File: config.mk
export PLATFORM = sky130hd
export DESIGN_NAME = scan_digit_latch
export DESIGN_NICKNAME = d
export VERILOG_FILES = /design/src/rtl/scan_digit_latch.sv
export SDC_FILE = /design/constraint.sdc
export NUM_CORES = 1
export LEC_CHECK = 0
export CORE_MARGIN = 2
export CORE_UTILIZATION = 41
export CTS_CLUSTER_SIZE = 12
export DETAILED_ROUTE_END_ITERATION = 7
export PLACE_DENSITY = 0.78
export SETUP_SLACK_MARGIN = 0.3
export SLEW_MARGIN = 20
export SYNTH_ARGS = -nofsm -noshare
export SYNTH_HDL_FRONTEND = slang
export SYNTH_SLANG_ARGS = --single-unit
File: constraint.sdc
create_clock -name clk -period 1.5 [get_ports clk]
set_input_delay 0.3 -clock clk [delete_from_list [all_inputs] [get_ports clk]]
set_output_delay 0.3 -clock clk [all_outputs]
set_load 0.005 [all_outputs]
File: src/rtl/scan_digit_latch.sv
module scan_digit_latch #(
  parameter int DW     = 16,
  parameter int OFFSET = 5,
  parameter int SLOT   = 2
) (
  input  logic          clk,
  input  logic          rst_n,
  input  logic          meas_active,
  input  logic          xfer,
  input  logic [DW-1:0] din,
  input  logic          scan_step,
  output logic [2:0]    scan_addr,
  output logic [DW-1:0] dout,
  output logic          dout_en
);
  localparam logic [2:0] OFS = 3'(OFFSET);
  localparam logic [2:0] SEL = 3'(SLOT);

  logic [DW-1:0] held_q;
  logic [2:0]    scan_q;
  logic [2:0]    mapped;
  logic          load;

  assign load   = xfer & ~meas_active;
  assign mapped = scan_q + OFS;

  always_ff @(posedge clk) begin
    if (!rst_n) begin
      held_q <= '0;
      scan_q <= '0;
    end else begin
      if (load) held_q <= din;
      if (scan_step) scan_q <= scan_q + 3'd1;
    end
  end

  assign scan_addr = scan_q;
  assign dout_en   = (mapped == SEL);
  assign dout      = dout_en ? held_q : '0;
endmodule

* Word-level counts from Yosys, hierarchy flattened
Cells that the tools add are included.
** Operators by class
- $add $sub $neg :: 2
- $mul :: 0
- Div/mod/pow operators :: 0
- $lt $le $gt $ge :: 0
- Eq/ne operators :: 1
- Shift operators :: 0
- Mux-type cells :: 1
- Bitwise gates (word level) :: 2
- Reduce and logical (&&, ||, !) cells :: 0
** Operators with widths (number)
- $mux W16 :: 1
- $add A3 B1 Y3 const B :: 1
- $add A3 B3 Y3 const B :: 1
- $eq A3 B2 Y1 const B :: 1
- $and A1 B1 Y1 :: 1
- $not A1 Y1 :: 1
** Storage, ports and cells
- Flip-flop bits (word level) :: 19
- Bits in latches :: 0
- Memory bits (writable) :: 0
- ROM bits :: 0
- Bits of input ports :: 21
- Output and inout port bits :: 20
- Word-level logic and storage cells :: 8
- Memories :: 0

* Longest topological paths before layout
- Depth in word-level cells :: 3
- Mapped depth :: 4

* Worst setup path after synthesis
No wires, ideal clock.
- Path kind :: register -> output
- From :: register scan_q[0], in the netlist scan_addr[0]
- To :: output dout[0]
- Arrival :: 1145 ps
- Data required time :: 1200 ps
- Setup slack :: 55 ps
- Cell stages (with the launch flop) :: 5
- Cells stage by stage :: dfxtp_1 > ha_1 > xor2_2 > buf_6 > and3_1
** Between the ends
- Cells in the longest elaborated chain, start to end :: 3
** Ends and longest elaborated chain
- start: declaration :: line 20 : logic [2:0] scan_q;
- start signal: assignment :: line 33 : if (scan_step) scan_q <= scan_q + 3'd1;
- $add A3 B3 Y3 :: line 25 : assign mapped = scan_q + OFS;
- $eq A3 B2 Y1 :: line 38 : assign dout_en = (mapped == SEL);
- $mux W16 :: line 39 : assign dout = dout_en ? held_q : '0;
- end: declaration :: line 13 : output logic [DW-1:0] dout,
Every way passes these cells.

* Worst setup path in the final report
- From :: register scan_q[0], in the netlist scan_addr[0]
- To :: output dout[3]
Same word-level chain as after synthesis.

==> flow_summary.yaml <==
run_status:
  outcome: "finished, violations left"
  violations: "setup timing"
logic_synthesis:
  synth_top_area_cell: "dfxtp_1"
  syn-cell-area_sq_um: 930
  syn_avg_cell_area_sq_um: 8.85
  synth_top_area_share_pct: 40.9
  yosysWarnings: 0
  syn_nets: 128
  yosysSeqAreaShare_pct: 40.9
  synth_seq_cells: 19
  synth.area.top_cells: "dfxtp_1, mux2i_1, nand2_1, and3_1, and3_2"
  synth_cell_types: 16
  syn_inst: 105
setup_path:
  crit_path_start_kind: "flip-flop"
  critPathTopFamily: "flip-flops"
  crit_arrival_ps: 1540
  crit_slowest_cell: "dfxtp_4"
  crit_required_ps: 1200
  r2r_start: "scan_addr[0]"
  path_buf_inv: 3
  r2r_setup_slack_ps: 470
  critPathKind: "reg -> out"
  cp_slowest_stage_delay_ps: 370
  cp_max_fo: 8
  endpoint_kind: "primary output"
  worstReg2RegEnd: "scan_addr[1]"
  crit_chain: "ha_4 > xor2_4 > buf_6 > buf_16 > and3_1 > buf_2"
  reg2regPathDepth: 4
clock_network:
  clk_path_buf_depth: 2
  cts_inserted_buffers: 3
  cts-htree-levels: 1
  cts.sinks: 19
  clock-root-buffer: "clkbuf_4"
  tritoncts: "done"
  clk-insertion-delay-late_ps: 310
  clkTransAtPathRegs_ps: 110
sta:
  max_freq_mhz: 542
  slew_viol_final: 0
  worst_pin_slew_ps: 134
  whs_ps: 461
  period_minus_slack_ps: 1840
  setup_violations: 17
  rsz0062_at_grt: "yes"
  hold_viol_final: 0
  finalSetupTns_ps: -5520
  finalWorstSetupSlack_ps: -343
  skew_ps: 2.64
  slew_headroom_pct: 90.8
  finalCritPeriodShare_pct: 123
run:
  cap_viol_max_count: 0
detailed_routing:
  wl_per_cell_um: 13.1
  drc: 0
  routed_wl_um: 2390
  drtPass1Iterations: 3
  postRouteAntennaNets: 0
  viasPerCell: 4.75
  vias: 870
  drt_first_iter_violations: 5
cells_and_area:
  fillers: 151
  diodes: 0
  final_cell_mix: "nand2_1, buf_6, clkdlybuf4s50_1"
  drive_gt1_share_pct: 38.1
  nets: 179
  area_growth_pct: 79.0
  fin_area_sq_um: 1660
  layout_commonest_cell: "nand2_1"
die:
  io_pins: 41
  die_w_um: 51.6
  dieArea_sq_um: 2660
  rows: 17
  start_util_pct: 42.8
  core_area_sq_um: 2170
  chipHeight_um: 51.6
global_route:
  overflow: 0
  grt_usage_pct: 19.4
  antenna_found_initial: 0
  grt_pass1_wl_um: 3820
  first_global_vias: 831
  grt_max_degree: 37
place:
  portBuffers: 40
  gp_congestion: 0.636
  dp_hpwl_um: 1530
  dpl_cell_area_sq_um: 1450
  pre_cts_slack_ps: -308
power:
  power.density_nw_per_um2: 654
  cellLeakagePower_nw: 0.729
  irDropWorstVdd_v: 0.000777
  total_power_w: 0.00109
hold_path:
  min_to: "held_q[7]"
  hold_path_class: "reg -> reg"
  holdPathStages: 2
  hp-start: "held_q[7]"
flip-flops by register name, summed over array words and instances (netlist names):
name       cells
held_q        16
scan_addr      3
through the flow:
step | instances | utilization, %
after detailed placement | 172 | 66.8
final | 183 | 76.7
after CTS | 183 | 76.5
after global routing | 183 | 76.7
after floorplan | 105 | -
after global placement | 172 | 66.8
metal layers:
metal	share of wire, %	up-vias	global-route usage (%)
met1	42	401	23.2
met4	1.5	0	9.21
met3	3.6	5	2.87
met5	0	-	0
li1	-	446	-
met2	53	18	34.0
synth_stat cells:
library cell,n
nand2b_1,1
ha_1,2
and3_2,6
inv_1,1
buf_6,2
o211a_1,1
buf_2,5
and3_1,10
and2_1,2
xor2_1,1
dfxtp_1,19
mux2i_1,17
nand2_1,35
xor2_2,1
clkbuf_1,1
nor2b_1,1
worst register-to-register path, stage by stage, from the launching register on:
cell	delay (ps)
dfxtp_4	370
buf_4	130
ha_1	280
nand2_1	60
o211a_1	130
worst max path at each step:
stage / from / end / depth (start not counted)
finish: scan_addr[0] / dout[3] / 6
global route: scan_addr[1] / dout[9] / 6
CTS: scan_addr[0] / dout[9] / 6
detailed placement: scan_addr[1] / dout[9] / 5
global placement: scan_addr[1] / dout[13] / 5
floorplan: scan_addr[1] / dout[0] / 4
cells by family after synthesis:
logic type	synth area share, %
flip-flops	40.9
multiplexers	18.3
buffers and inverters	5.92
XOR/XNOR	2.69
AND/OR/NAND/NOR	28.4
AO/OA/AOI/OAI	1.08
adder cells (fa/ha/maj)	2.69
final cells by class:
| cell class | instances | area [sq um] | share of cell area, % |
|---|---|---|---|
| clock buffers | 3 | 22.5 | 1.35 |
| clock inverters | 1 | 5.00 | 0.301 |
| well taps | 28 | 35.0 | 2.11 |
| multi-input cells | 77 | 586 | 35.2 |
| inverters | 1 | 3.75 | 0.226 |
| flip-flops and latches | 19 | 392 | 23.5 |
| repair buffers | 54 | 621 | 37.3 |
repair_timing:
action / CTS / global route
setup endpoints to repair: 20 / 20
gates resized for setup: 120 / 1
hold buffers: 0 / 0
pin swaps: 8 / 2
cloned: 2 / 0
buffers inserted: 5 / 0
endpoints found under the hold margin: 0 / 0
where the power goes:
group / switching (W) / internal [W]
Sequential: 0.0000190 / 0.000532
Clock: 0.000169 / 0.0000997
Combinational: 0.000102 / 0.000167
Total: 0.000290 / 0.000798
(Power assumes the default switching activity.)
